[src/rtl/opdec8_pkg.sv]
package opdec8_pkg;

  typedef enum logic [4:0] {
    CL_NOP      = 5'd0,
    CL_LD8      = 5'd1,
    CL_LD16     = 5'd2,
    CL_STOP     = 5'd3,
    CL_JR       = 5'd4,
    CL_ADD16    = 5'd5,
    CL_INC8     = 5'd6,
    CL_DEC8     = 5'd7,
    CL_INC16    = 5'd8,
    CL_DEC16    = 5'd9,
    CL_RLCA     = 5'd10,
    CL_RRCA     = 5'd11,
    CL_RLA      = 5'd12,
    CL_RRA      = 5'd13,
    CL_DAA      = 5'd14,
    CL_CPL      = 5'd15,
    CL_SCF      = 5'd16,
    CL_CCF      = 5'd17,
    CL_HALT     = 5'd18,
    CL_ADD      = 5'd19,
    CL_ADC      = 5'd20,
    CL_SUB      = 5'd21,
    CL_SBC      = 5'd22,
    CL_AND      = 5'd23,
    CL_XOR      = 5'd24,
    CL_OR       = 5'd25,
    CL_CP       = 5'd26,
    CL_RET      = 5'd27,
    CL_ADDSP    = 5'd28,
    CL_PREFIXED = 5'd29,
    CL_ILLEGAL  = 5'd30
  } dec_class_e;

  typedef enum logic [4:0] {
    OP_NONE    = 5'd0,
    OP_B       = 5'd1,
    OP_C       = 5'd2,
    OP_D       = 5'd3,
    OP_E       = 5'd4,
    OP_H       = 5'd5,
    OP_L       = 5'd6,
    OP_MHL     = 5'd7,
    OP_A       = 5'd8,
    OP_BC      = 5'd9,
    OP_DE      = 5'd10,
    OP_HL      = 5'd11,
    OP_SP      = 5'd12,
    OP_AF      = 5'd13,
    OP_IMM8    = 5'd14,
    OP_IMM16   = 5'd15,
    OP_SIMM8   = 5'd16,
    OP_MBC     = 5'd17,
    OP_MDE     = 5'd18,
    OP_MHLI    = 5'd19,
    OP_MHLD    = 5'd20,
    OP_MA16    = 5'd21,
    OP_MHIGH8  = 5'd22
  } opnd_e;

  typedef enum logic [2:0] {
    CC_NZ  = 3'd0,
    CC_Z   = 3'd1,
    CC_NC  = 3'd2,
    CC_C   = 3'd3,
    CC_ALW = 3'd4
  } cond_e;

  typedef struct packed {
    dec_class_e cls;
    opnd_e      dst;
    opnd_e      src;
    cond_e      cc;
    logic [1:0] imm;
    logic       ill;
  } dec_rec_t;

  // 8-bit register table: index i maps to code i+1 (B..L, mem-HL, A)
  function automatic opnd_e reg8_sel(input logic [2:0] idx);
    return opnd_e'(5'd1 + {2'b00, idx});
  endfunction

  // 16-bit pair table used by loads, inc/dec and 16-bit add
  function automatic opnd_e pair_sel(input logic [1:0] idx);
    return opnd_e'(5'd9 + {3'b000, idx});
  endfunction

  // indirect memory operand used by accumulator loads and stores
  function automatic opnd_e mem_sel(input logic [1:0] idx);
    return opnd_e'(5'd17 + {3'b000, idx});
  endfunction

  function automatic dec_rec_t mk_rec(input dec_class_e c, input opnd_e d,
                                      input opnd_e s, input cond_e cc,
                                      input logic [1:0] n);
    dec_rec_t r;
    r.cls = c;
    r.dst = d;
    r.src = s;
    r.cc  = cc;
    r.imm = n;
    r.ill = 1'b0;
    return r;
  endfunction

  localparam dec_rec_t ILLEGAL_REC = '{cls: CL_ILLEGAL, dst: OP_NONE, src: OP_NONE,
                                       cc: CC_ALW, imm: 2'd0, ill: 1'b1};

endpackage

[src/rtl/opdec8_fields.sv]
module opdec8_fields #(
  parameter int OPW = 8
) (
  input  logic [OPW-1:0] op,
  output logic [1:0]     fx,
  output logic [2:0]     fy,
  output logic [2:0]     fz,
  output logic [1:0]     fp,
  output logic           fq
);
  localparam int X_LSB = OPW - 2;
  localparam int Y_LSB = X_LSB - 3;

  assign fx = op[X_LSB +: 2];
  assign fy = op[Y_LSB +: 3];
  assign fz = op[2:0];
  assign fp = fy[2:1];
  assign fq = fy[0];
endmodule

[src/rtl/opdec8_main_table.sv]
module opdec8_main_table
  import opdec8_pkg::*;
(
  input  logic [1:0] fx,
  input  logic [2:0] fy,
  input  logic [2:0] fz,
  input  logic [1:0] fp,
  input  logic       fq,
  output dec_rec_t   rec
);
  always_comb begin
    rec = ILLEGAL_REC;
    case (fx)
      2'd0: begin
        case (fz)
          3'd0: begin
            case (fy)
              3'd0:    rec = mk_rec(CL_NOP,  OP_NONE, OP_NONE, CC_ALW, 2'd0);
              3'd1:    rec = mk_rec(CL_LD16, OP_MA16, OP_SP,   CC_ALW, 2'd2);
              3'd2:    rec = mk_rec(CL_STOP, OP_NONE, OP_NONE, CC_ALW, 2'd0);
              3'd3:    rec = mk_rec(CL_JR,   OP_NONE, OP_SIMM8, CC_ALW, 2'd1);
              default: rec = mk_rec(CL_JR,   OP_NONE, OP_SIMM8,
                                    cond_e'({1'b0, fy[1:0]}), 2'd1);
            endcase
          end
          3'd1: begin
            if (!fq) rec = mk_rec(CL_LD16,  pair_sel(fp), OP_IMM16, CC_ALW, 2'd2);
            else     rec = mk_rec(CL_ADD16, OP_HL, pair_sel(fp), CC_ALW, 2'd0);
          end
          3'd2: begin
            if (!fq) rec = mk_rec(CL_LD8, mem_sel(fp), OP_A, CC_ALW, 2'd0);
            else     rec = mk_rec(CL_LD8, OP_A, mem_sel(fp), CC_ALW, 2'd0);
          end
          3'd3: begin
            if (!fq) rec = mk_rec(CL_INC16, pair_sel(fp), OP_NONE, CC_ALW, 2'd0);
            else     rec = mk_rec(CL_DEC16, pair_sel(fp), OP_NONE, CC_ALW, 2'd0);
          end
          3'd4: rec = mk_rec(CL_INC8, reg8_sel(fy), OP_NONE, CC_ALW, 2'd0);
          3'd5: rec = mk_rec(CL_DEC8, reg8_sel(fy), OP_NONE, CC_ALW, 2'd0);
          3'd6: rec = mk_rec(CL_LD8,  reg8_sel(fy), OP_IMM8, CC_ALW, 2'd1);
          default: rec = mk_rec(dec_class_e'(5'd10 + {2'b00, fy}),
                                OP_NONE, OP_NONE, CC_ALW, 2'd0);
        endcase
      end
      2'd1: begin
        // the mem-HL to mem-HL slot is the halt opcode
        if (fy == 3'd6 && fz == 3'd6)
          rec = mk_rec(CL_HALT, OP_NONE, OP_NONE, CC_ALW, 2'd0);
        else
          rec = mk_rec(CL_LD8, reg8_sel(fy), reg8_sel(fz), CC_ALW, 2'd0);
      end
      2'd2: rec = mk_rec(dec_class_e'(5'd19 + {2'b00, fy}),
                         OP_A, reg8_sel(fz), CC_ALW, 2'd0);
      default: begin
        if (fz == 3'd0) begin
          case (fy)
            3'd0, 3'd1, 3'd2, 3'd3:
              rec = mk_rec(CL_RET, OP_NONE, OP_NONE, cond_e'({1'b0, fy[1:0]}), 2'd0);
            3'd4: rec = mk_rec(CL_LD8,   OP_MHIGH8, OP_A,     CC_ALW, 2'd1);
            3'd5: rec = mk_rec(CL_ADDSP, OP_SP,     OP_SIMM8, CC_ALW, 2'd1);
            default: rec = ILLEGAL_REC;
          endcase
        end
      end
    endcase
  end
endmodule

[src/rtl/opdec8_prefix_trk.sv]
module opdec8_prefix_trk #(
  parameter int             OPW         = 8,
  parameter logic [OPW-1:0] PREFIX_CODE = 8'hCB
) (
  input  logic           clk,
  input  logic           rst,
  input  logic           op_valid,
  input  logic [OPW-1:0] op_byte,
  output logic           take_prefixed,
  output logic           swallow
);
  logic pend;

  assign take_prefixed = op_valid && pend;
  assign swallow       = op_valid && !pend && (op_byte == PREFIX_CODE);

  always_ff @(posedge clk) begin
    if (rst)                pend <= 1'b0;
    else if (take_prefixed) pend <= 1'b0;
    else if (swallow)       pend <= 1'b1;
  end

  p_prefix_arms_r12: assert property (@(posedge clk) disable iff (rst)
    (op_valid && !pend && op_byte == PREFIX_CODE) |=> pend);

  p_prefix_drops_r12: assert property (@(posedge clk) disable iff (rst)
    (op_valid && pend) |=> !pend);
endmodule

[src/rtl/opdec8_core.sv]
module opdec8_core
  import opdec8_pkg::*;
#(
  parameter int             OPW         = 8,
  parameter logic [OPW-1:0] PREFIX_CODE = 8'hCB
) (
  input  logic           clk,
  input  logic           rst,
  input  logic           op_valid,
  input  logic [OPW-1:0] op_byte,
  output logic           dec_done,
  output logic [4:0]     dec_class,
  output logic [4:0]     dec_dst,
  output logic [4:0]     dec_src,
  output logic [2:0]     dec_cond,
  output logic [1:0]     dec_imm_len,
  output logic           dec_prefixed,
  output logic           dec_illegal,
  output logic [OPW-1:0] dec_raw
);
  logic [1:0] fx;
  logic [2:0] fy;
  logic [2:0] fz;
  logic [1:0] fp;
  logic       fq;
  dec_rec_t   main_rec;
  dec_rec_t   next_rec;
  logic       take_prefixed;
  logic       swallow;

  opdec8_fields #(.OPW(OPW)) u_fields (
    .op (op_byte), .fx (fx), .fy (fy), .fz (fz), .fp (fp), .fq (fq)
  );

  opdec8_main_table u_table (
    .fx (fx), .fy (fy), .fz (fz), .fp (fp), .fq (fq), .rec (main_rec)
  );

  opdec8_prefix_trk #(.OPW(OPW), .PREFIX_CODE(PREFIX_CODE)) u_prefix (
    .clk           (clk),
    .rst           (rst),
    .op_valid      (op_valid),
    .op_byte       (op_byte),
    .take_prefixed (take_prefixed),
    .swallow       (swallow)
  );

  always_comb begin
    if (take_prefixed)
      next_rec = mk_rec(CL_PREFIXED, OP_NONE, OP_NONE, CC_ALW, 2'd0);
    else
      next_rec = main_rec;
  end

  always_ff @(posedge clk) begin
    if (rst) begin
      dec_done     <= 1'b0;
      dec_class    <= '0;
      dec_dst      <= '0;
      dec_src      <= '0;
      dec_cond     <= '0;
      dec_imm_len  <= '0;
      dec_prefixed <= 1'b0;
      dec_illegal  <= 1'b0;
      dec_raw      <= '0;
    end else begin
      dec_done <= op_valid && !swallow;
      if (op_valid && !swallow) begin
        dec_class    <= next_rec.cls;
        dec_dst      <= next_rec.dst;
        dec_src      <= next_rec.src;
        dec_cond     <= next_rec.cc;
        dec_imm_len  <= next_rec.imm;
        dec_prefixed <= take_prefixed;
        dec_illegal  <= next_rec.ill;
        dec_raw      <= op_byte;
      end
    end
  end

  p_done_after_strobe_r2: assert property (@(posedge clk) disable iff (rst)
    dec_done |-> $past(op_valid));

  p_illegal_clean_r13: assert property (@(posedge clk) disable iff (rst)
    (dec_done && dec_illegal) |-> (dec_class == CL_ILLEGAL && dec_imm_len == 2'd0));

  p_halt_only_76_r8: assert property (@(posedge clk) disable iff (rst)
    (dec_done && dec_class == CL_HALT) |-> (dec_raw == 8'h76 && !dec_prefixed));

  p_imm_range_r11: assert property (@(posedge clk) disable iff (rst)
    dec_done |-> (dec_imm_len != 2'd3));

  p_prefixed_legal_r12: assert property (@(posedge clk) disable iff (rst)
    (dec_done && dec_prefixed) |-> (!dec_illegal && dec_class == CL_PREFIXED));
endmodule

[config.mk]
export PLATFORM = sky130hd
export DESIGN_NAME = opdec8_core
export DESIGN_NICKNAME = d
export VERILOG_FILES = /design/src/rtl/opdec8_pkg.sv /design/src/rtl/opdec8_fields.sv /design/src/rtl/opdec8_main_table.sv /design/src/rtl/opdec8_prefix_trk.sv /design/src/rtl/opdec8_core.sv
export SDC_FILE = /design/constraint.sdc
export NUM_CORES = 1
export LEC_CHECK = 0
export BUFFER_PORTS_ARGS = -buffer_cell sky130_fd_sc_hd__buf_2
export CORE_ASPECT_RATIO = 1.75
export CORE_UTILIZATION = 50
export DETAILED_ROUTE_END_ITERATION = 16
export PLACE_DENSITY = 0.72
export SLEW_MARGIN = 30
export SYNTH_ARGS = -nofsm -noshare
export SYNTH_HDL_FRONTEND = slang
export SYNTH_HIERARCHICAL = 1
export SYNTH_SLANG_ARGS = --single-unit
[constraint.sdc]
create_clock -name clk -period 3.1 [get_ports clk]
set_input_delay 0.31 -clock clk [delete_from_list [all_inputs] [get_ports clk]]
set_output_delay 0.31 -clock clk [all_outputs]
set_load 0.05 [all_outputs]
==> metrics.md, run 1 <==
| Metric | Value |
|---|---|
| Fillers | between 400 and 500 |
| Remaining DRCs | 0 |
| Num CTS Buffers | 5 |
| Avg WL per Cell | around 17 µm |
| Clk slew on worst S/H paths | 0.07 ns |
| Sw Pwr | 0.367 mW |
| Placer Congestion | 0.935 |
| Worst endpoint data arrival time | between 2 and 3 ns |
| Post-synth top area share | 0.266 |
| Total Wirelength | 6580 µm |
| Antenna fix cells | 0 |
| Post-synthesis cell area | 2400 µm² |
| Yosys reg bits | 32 |
| Post-synth EDFFs | 0 |
| Antenna violations before repair | 0 |
| Area leader, netlist | dfxtp_1 |
| Netlist cell types | 50 |
| Mapped Avg Cell Area | around 7.5 µm² |
| Post-CTS Resized | 0 |
| Core Area | around 4700 µm² |
| Most common cell in the netlist | a21oi_1 |
| Final setup vio count | 0 |
| Setup tns final | 0 ns |
| Chip height | ~94 µm |
| Comb pwr share | 0.267 |
| Die W | 54.4 µm |
| Worst Skew | 0.00494 ns |
| Period utilization | 0.747 |
| Yosys warnings | 6 |
| Critical path capture point type | register |
| Clock sinks | 32 |
| Vias in the first global route | 2,268 |
| First-pass GRT wire length | 10,500 µm |
| Fin. max-slew vios | 0 |
| # Max-Cap Violations | 0 |
| Power Dens Cells | between 400 and 500 nW/µm² |
| Router iterations before antenna repair | 4 |
| Sequential power share | 0.411 |
| Clk_lat worst skew | 0.29 ns |
| Post-route ant nets | 0 |
| Hold Vio Cnt, Final | 0 |
| Final Cell Area | between 2000 and 3000 µm² |
| Total grt overflow | 0 |
| Measured slew at the worst slew-check pin | about 0.68 ns |
| Crit path kind | in -> reg |
| Hold crit path type | in -> reg |
| Synth area leaders | dfxtp_1 27%, ha_1 10%, a21oi_1 9.4% |
| Slew margin rel. | 0.547 |
| Switching share of power | 0.345 |
| Hold_buf cts | 0 |
| Status | complete, no violations |
| Vias per cell | 6.07 |
| Pleak | 1.17 nW |
| CTS max path bufs | 2 |
| H-tree depth | 2 |
| Layout cells sized above 1 | 0.203 |
| Iter 0 DRT Violations | approximately 110 |
| Hpwl dp | 4850 µm |
| Rows | 33 |
| Clock power frac | 0.322 |
| Critical path data required time | 3.31 ns |
| Setup Fix Bufs, Post-CTS | 0 |
| Asr flop ratio synth | 0 |
| Vias | around 2,400 |
| Total Power | roughly 1.1 mW |
| Area Overhead vs Synth | 10.2% |
| Die ar. | between 5000 and 6000 µm² |
| Synth Flop Type | dfxtp_1 |
| Gr usage total | 0.284 |
| Synth cell count leaders | 45 x a21oi_1, 42 x nand2_1, 32 x dfxtp_1 |
| Starting Density | 0.515 |
| Synth Instances | 319 |
| RSZ-0062 raised after global routing | no |
| CTS tree | built |
| Dpl cell area | 2550 µm² |
| Fmax | 432 MHz |
| Largest net degree at the start of global routing | 34 |
| Post-Syn Nets | 350 |
| Seq/Total Area, Yosys | 0.266 |
| Io pins | 42 |
| Type of element launching the critical path | input pin |
| PortBufs | 41 |
| Crit Path Max Fanout | 21 |
| Final net count | 375 |
| Maximum vdd drop | 0.000416 V |
| Minimum clock period | 2.31 ns |
| Root Driver | clkbuf_8 |
| Cell-internal power | 0.695 mW |
## power by group through the flow
stage	registers, mW	logic, mW	clock network [mW]
global placement	0.445	0.278	0
detailed placement	0.445	0.280	0
global route	0.438	0.306	0.364
CTS	0.436	0.281	0.353
floorplan	0.506	0.157	0
finish	0.436	0.284	0.342
## kinds of logic after synthesis
kind of cell | share of synthesized area
simple gates | 0.302
flops | 0.266
mux | 0.00468
fa+ha+maj | 0.104
buf+inv | 0.0983
compound gates | 0.225
## cells in the final DEF, fill, tap and decap left out, types with 9 or more instances in the layout
master | Yosys | final
nor2_1 | 14 | 14
o21ai_0 | 13 | 13
buf_2 | 6 | 41
a21oi_1 | 45 | 45
ha_1 | 20 | 20
buf_4 | 14 | 9
inv_1 | 13 | 13
dfxtp_1 | 32 | 32
nor3_1 | 18 | 18
nand2_1 | 42 | 42
nand3b_1 | 19 | 19
## worst paths after layout
path         cells past startpoint                  startpoint                          end  slack, ns
max                             10                  op_byte[3]  dec_imm_len[0]$_SDFFE_PP0P_       0.79
min                              3                  op_byte[7]      dec_raw[7]$_SDFFE_PP0P_       0.30
max reg2reg                      6  u_prefix/pend$_SDFFE_PP0P_      dec_dst[1]$_SDFFE_PP0P_       1.33
min reg2reg                      2     dec_src[2]$_SDFFE_PP0P_      dec_src[2]$_SDFFE_PP0P_       0.45
## critical path, stage by stage
cell and delay, ns:
buf_2 0.29, inv_1 0.13, ha_1 0.27, ha_1 0.24, or3b_2 0.44, o2bb2ai_1 0.34
a21oi_1 0.07, o21ai_0 0.17, nand3b_1 0.10, a21oi_1 0.16
## state kept, by name, summed over array words and instances (netlist names), 2 cells and up
| name | flops |
|---|---|
| dec_dst | 5 |
| dec_src | 5 |
| dec_cond | 3 |
| dec_raw | 8 |
| dec_imm_len | 2 |
| dec_class | 5 |
## stage by stage
stage,utilization,std cells,setup WS (ns),hold slack (ns)
floorplan,-,319,0.945,0.389
global placement,0.548,389,0.579,0.438
detailed placement,0.548,389,0.527,0.440
CTS,0.568,397,0.821,0.294
global route,0.568,397,0.651,0.307
finish,0.568,397,0.785,0.305
## metal layers
| layer | up-vias | routed length, µm | track usage |
|---|---|---|---|
| met4 | 0 | 229 | 0.158 |
| met2 | 98 | 3450 | 0.488 |
| li1 | 1169 | - | - |
| met3 | 21 | 370 | 0.0388 |
| met5 | - | 0 | 0 |
| met1 | 1121 | 2530 | 0.314 |
## cell type report
cell class                 instances  area, µm²  share of cell area
clock buffer                       7       86.3              0.0326
clock inverter                     1       7.51             0.00283
inverter                          13       48.8              0.0184
multi-input combinational        242       1530               0.577
sequential                        32        641               0.242
tap                               52       65.1              0.0246
timing repair buffer              50        273               0.103
Power figures use the tool's default switching activity.
==> run 2: changes to the inputs <==
clock period = 2.4 ns   (was 3.1 ns; I/O delays follow)
==> metrics.md, run 2 (synthesis results as in run 1) <==
| Metric | Value |
|---|---|
| Fmax | 511 MHz |
| Antenna fix cells | 0 |
| Iter 0 DRT Violations | 60 |
| Placer Congestion | 0.961 |
| Largest Register | dec_raw |
| Chip height | 93.7 µm |
| Clock sinks | 32 |
| Root Driver | clkbuf_8 |
| Final setup vio count | 0 |
| Vias in the first global route | 2,415 |
| Critical path capture point type | register |
| Setup Fix Bufs, Post-CTS | 0 |
| Starting Density | 0.515 |
| Non-Filler Instances | 413 |
| Multi-input gate area | 1530 µm² |
| Die W | 54.4 µm |
| Measured slew at the worst slew-check pin | around 0.71 ns |
| Total Wirelength | 7060 µm |
| Io pins | 42 |
| Post-route ant nets | 0 |
| Clock power frac | 0.351 |
| Sequential power share | 0.383 |
| Worst Skew | 0.00561 ns |
| Slew margin rel. | 0.526 |
| Pleak | 1.26 nW |
| Cell-internal power | 0.987 mW |
| Hold Vio Cnt, Final | 0 |
| Setup tns final | 0 ns |
| Antenna violations before repair | 0 |
| H-tree depth | 2 |
| Fillers | 438 |
| Register-to-register setup slack | 0.83 ns |
| Type of element launching the critical path | input pin |
| Hold_buf cts | 0 |
| R2R cell count | 6 |
| Max reg flops | 8 |
| Critical path data required time | between 2 and 3 ns |
| Layout cells sized above 1 | 0.235 |
| Crit Path Max Fanout | 3 |
| Period utilization | 0.816 |
| Die ar. | 5100 µm² |
| RSZ-0062 raised after global routing | no |
| Final net count | 391 |
| Switching share of power | 0.329 |
| Remaining DRCs | 0 |
| Total Power | 1.47 mW |
| Largest net degree at the start of global routing | 34 |
| Power Dens Cells | 529 nW/µm² |
| Register area | 641 µm² |
| Num CTS Buffers | 5 |
| CTS tree | built |
| Hold Crit Start | op_byte[7] |
| Clk_lat worst skew | 0.29 ns |
| Final Cell Area | 2780 µm² |
| R2r endpoint | dec_raw[4]$_SDFFE_PP0P_ |
| Avg WL per Cell | about 17 µm |
| Commonest non-fill, non-tap cell in the layout | a21oi_1 |
| Vias | 2,504 |
| Worst R2R Start | u_prefix/pend$_SDFFE_PP0P_ |
| PortBufs | 41 |
| # Max-Cap Violations | 0 |
| Hpwl dp | 5350 µm |
| Status | complete, no violations |
| Worst Hold Path EP | dec_raw[7]$_SDFFE_PP0P_ |
| Post-CTS Resized | 0 |
| Total grt overflow | 0 |
| Gr usage total | 0.306 |
| Most frequent cells in the layout | 45 x a21oi_1, 42 x nand2_1, 41 x buf_2 |
| Maximum vdd drop | approximately 0.00045 V |
| Vias per cell | 6.06 |
| Clk slew on worst S/H paths | 0.07 ns |
| Worst endpoint data arrival time | around 2.2 ns |
| Dpl cells | 405 |
| Minimum clock period | 1.96 ns |
| Fin. max-slew vios | 0 |
| Hold crit path type | in -> reg |
| Core Util, Final | 0.596 |
| Crit path kind | in -> reg |
| Rows | 33 |
| CTS max path bufs | 2 |
| Router iterations before antenna repair | 4 |
| Dpl cell area | 2680 µm² |
| Sw Pwr | between 0.4 and 0.5 mW |
| Depth of the worst hold-timing path | 3 |
| Core Area | 4670 µm² |
| Comb pwr share | 0.266 |
| First-pass GRT wire length | between 10,000 and 15,000 µm |
| Area Overhead vs Synth | 15.7% |
[run 2: changes by cell type in the layout (fill, tap and decap cells not counted), sizes merged]
| cell | change |
|---|---|
| buf | +16 |
| bufinv | +1 |
| clkbuf | -1 |
| clkinv | +1 |
| clkinvlp | -1 |
[run 2: area by class of cell]
| cell class | instances | area share |
|---|---|---|
| inverter | 13 | 0.0175 |
| tap | 52 | 0.0234 |
| multi-input combinational | 242 | 0.549 |
| timing repair buffer | 66 | 0.141 |
| clock inverter | 2 | 0.0126 |
| sequential | 32 | 0.230 |
| clock buffer | 6 | 0.0261 |
[run 2: through the flow]
step / hold slack [ns] / setup slack [ns]
floorplan: 0.319 / 0.315
global placement: 0.437 / 0.246
global route: 0.252 / 0.390
CTS: 0.238 / 0.462
detailed placement: 0.447 / 0.176
finish: 0.241 / 0.441
[run 2: power by group through the flow]
stage,logic [mW],clock network (mW),registers [mW]
final,0.391,0.516,0.564
after global routing,0.419,0.548,0.566
after CTS,0.387,0.526,0.564
after detailed placement,0.383,0,0.576
after global placement,0.380,0,0.575
after floorplan,0.203,0,0.654
[run 2: worst max path at each step]
| stage | from | endpoint | slack, ns | cells after the start |
|---|---|---|---|---|
| finish | op_byte[3] | dec_src[4]$_SDFFE_PP0P_ | 0.44 | 10 |
| global route | op_byte[3] | dec_src[4]$_SDFFE_PP0P_ | 0.39 | 10 |
| CTS | op_byte[3] | dec_src[4]$_SDFFE_PP0P_ | 0.46 | 10 |
| detailed placement | op_byte[3] | dec_src[4]$_SDFFE_PP0P_ | 0.18 | 10 |
| global placement | op_byte[0] | dec_dst[2]$_SDFFE_PP0P_ | 0.25 | 9 |
| floorplan | op_byte[2] | dec_class[2]$_SDFFE_PP0P_ | 0.32 | 11 |
[run 2: layer usage]
| layer | vias to the layer above | track usage | part of all wire |
|---|---|---|---|
| met3 | 40 | 0.0469 | 0.041 |
| met5 | - | 0 | 0 |
| met4 | 0 | 0.263 | 0.077 |
| li1 | 1201 | - | - |
| met2 | 94 | 0.504 | 0.52 |
| met1 | 1169 | 0.315 | 0.36 |
[run 2: critical path: stages]
cell,delay (ns)
buf_2,0.09
inv_1,0.06
ha_1,0.24
ha_1,0.21
or3b_2,0.45
o2bb2ai_1,0.36
a21oi_1,0.07
o21ai_0,0.20
nand3b_1,0.11
a21oi_1,0.14
==> run 3: changes to the inputs <==
PLACE_DENSITY = 0.75   (was 0.72)
clock period = 1.61 ns   (was 2.4 ns; I/O delays follow)
==> metrics.md, run 3 (synthesis results as in run 1) <==
| Metric | Value |
|---|---|
| Commonest non-fill, non-tap cell in the layout | buf_4 |
| CTS tree | built |
| Vias per cell | 6.08 |
| Multi-input gate area | 1750 µm² |
| Largest net degree at the start of global routing | 26 |
| Io pins | 42 |
| Dpl cells | 443 |
| # Max-Cap Violations | 0 |
| Sw Pwr | between 0.7 and 0.8 mW |
| Measured slew at the worst slew-check pin | 0.496 ns |
| Crit Path Max Fanout | 4 |
| Hold crit path type | in -> reg |
| Iter 0 DRT Violations | 106 |
| Clk_lat worst skew | 0.29 ns |
| Register-to-register setup slack | 0.11 ns |
| Fmax | around 640 MHz |
| Vias in the first global route | ~2,700 |
| Router iterations before antenna repair | 4 |
| Setup tns final | 0 ns |
| Largest Register | dec_raw |
| Minimum clock period | around 1.6 ns |
| First-pass GRT wire length | 12,900 µm |
| Antenna fix cells | 0 |
| Hold Vio Cnt, Final | 0 |
| Comb pwr share | 0.321 |
| Power Dens Cells | 695 nW/µm² |
| Core Area | 4670 µm² |
| Num CTS Buffers | 5 |
| Type of element launching the critical path | input pin |
| Hold_buf cts | 0 |
| Vias | 2,760 |
| Chip height | 93.7 µm |
| Critical path capture point type | register |
| Max reg flops | 8 |
| Remaining DRCs | 0 |
| Most frequent cells in the layout | 60 x buf_4, 43 x a21oi_1, 42 x nand2_1 |
| PortBufs | 41 |
| Fillers | around 340 |
| Final setup vio count | 0 |
| Pleak | about 1.5 nW |
| Post-route ant nets | 0 |
| Root Driver | clkbuf_8 |
| Gr usage total | 0.352 |
| Non-Filler Instances | between 400 and 500 |
| Maximum vdd drop | 0.000689 V |
| CTS max path bufs | 2 |
| Fin. max-slew vios | 0 |
| Total Wirelength | 8350 µm |
| RSZ-0062 raised after global routing | yes |
| Worst endpoint data arrival time | about 1.8 ns |
| Total grt overflow | 0 |
| Hpwl dp | 6120 µm |
| Worst hold slack | 0.160 ns |
| Placer Congestion | 0.938 |
| Cell-internal power | 1.59 mW |
| Final net count | 432 |
| Critical path data required time | around 1.8 ns |
| Starting Density | 0.515 |
| Clk slew on worst S/H paths | 0.08 ns |
| Slew margin rel. | 0.670 |
| H-tree depth | 2 |
| Clock sinks | 32 |
| Die W | 54.4 µm |
| Period utilization | 0.975 |
| Layout cells sized above 1 | 0.383 |
| Status | complete, no violations |
| Register area | 641 µm² |
| Crit path kind | in -> reg |
| Avg WL per Cell | 18.4 µm |
| Sequential power share | 0.354 |
| Antenna violations before repair | 0 |
| Clock power frac | 0.324 |
| Die ar. | 5100 µm² |
| Switching share of power | 0.332 |
| Rows | 33 |
| Area Overhead vs Synth | 42.1% |
| Worst Skew | 0.0125 ns |
==> run 3: cell types whose count changed in the layout (fill, tap and decap cells not counted), moves of 4 or more <==
cell    previous run  this run
ha_1              20         8
inv_1             13         7
buf_4             25        60
ha_4               0        10
buf_6              0         5
buf_12             0         4
buf_2             41        37
==> run 3: final cells by class <==
type | instances | area share
Timing Repair Buffer | 107 | 0.230
Clock buffer | 6 | 0.0212
Tap cell | 52 | 0.0190
Inverter | 13 | 0.0209
Clock inverter | 2 | 0.0102
Sequential cell | 32 | 0.187
Multi-Input combinational cell | 242 | 0.511
==> run 3: metal layers <==
metal  wire length [µm]  vias up  global-route usage
li1                   -     1282                   -
met1               2900     1314               0.359
met2               4540      122               0.623
met3                496       42              0.0809
met4                420        0               0.184
met5                  0        -                   0
==> run 3: critical path, stage by stage <==
cell and delay (ns):
buf_6 0.11, inv_6 0.05, ha_4 0.16, ha_4 0.18
or3b_4 0.38, o2bb2ai_4 0.17, buf_6 0.13, a21oi_1 0.04
o21ai_1 0.16, nand3b_1 0.11, a21oi_2 0.13
==> run 3: final timing paths <==
path	start	endpoint	cells past startpoint
worst min-delay path	op_byte[1]	dec_raw[1]$_SDFFE_PP0P_	3
worst max-delay path	op_byte[3]	dec_src[4]$_SDFFE_PP0P_	11
worst min register to register	dec_cond[1]$_SDFFE_PP0P_	dec_cond[1]$_SDFFE_PP0P_	2
worst max register to register	u_prefix/pend$_SDFFE_PP0P_	dec_dst[3]$_SDFFE_PP0P_	6
==> run 3: what timing repair did <==
item,CTS,global route
buffers inserted,3,0
setup endpoints to repair,8,27
gates resized for setup,9,11
pin swaps,7,5
==> run 3: metrics by stage <==
step                instance area, µm²   util  total power, mW  worst slack (ns)
finish                            3420  0.733             2.37            0.0398
global placement                  3190  0.685             1.56            -0.362
floorplan                         2650      -             1.34            -0.115
global route                      3420  0.733             2.47           -0.0613
CTS                               3360  0.721             2.35            0.0130
detailed placement                3190  0.685             1.57            -0.352
==> run 3: power by group through the flow <==
stage | logic (mW) | clock network, mW | registers, mW
final | 0.762 | 0.770 | 0.842
after global routing | 0.809 | 0.817 | 0.846
after CTS | 0.732 | 0.776 | 0.841
after detailed placement | 0.712 | 0 | 0.859
after global placement | 0.703 | 0 | 0.858
after floorplan | 0.367 | 0 | 0.975
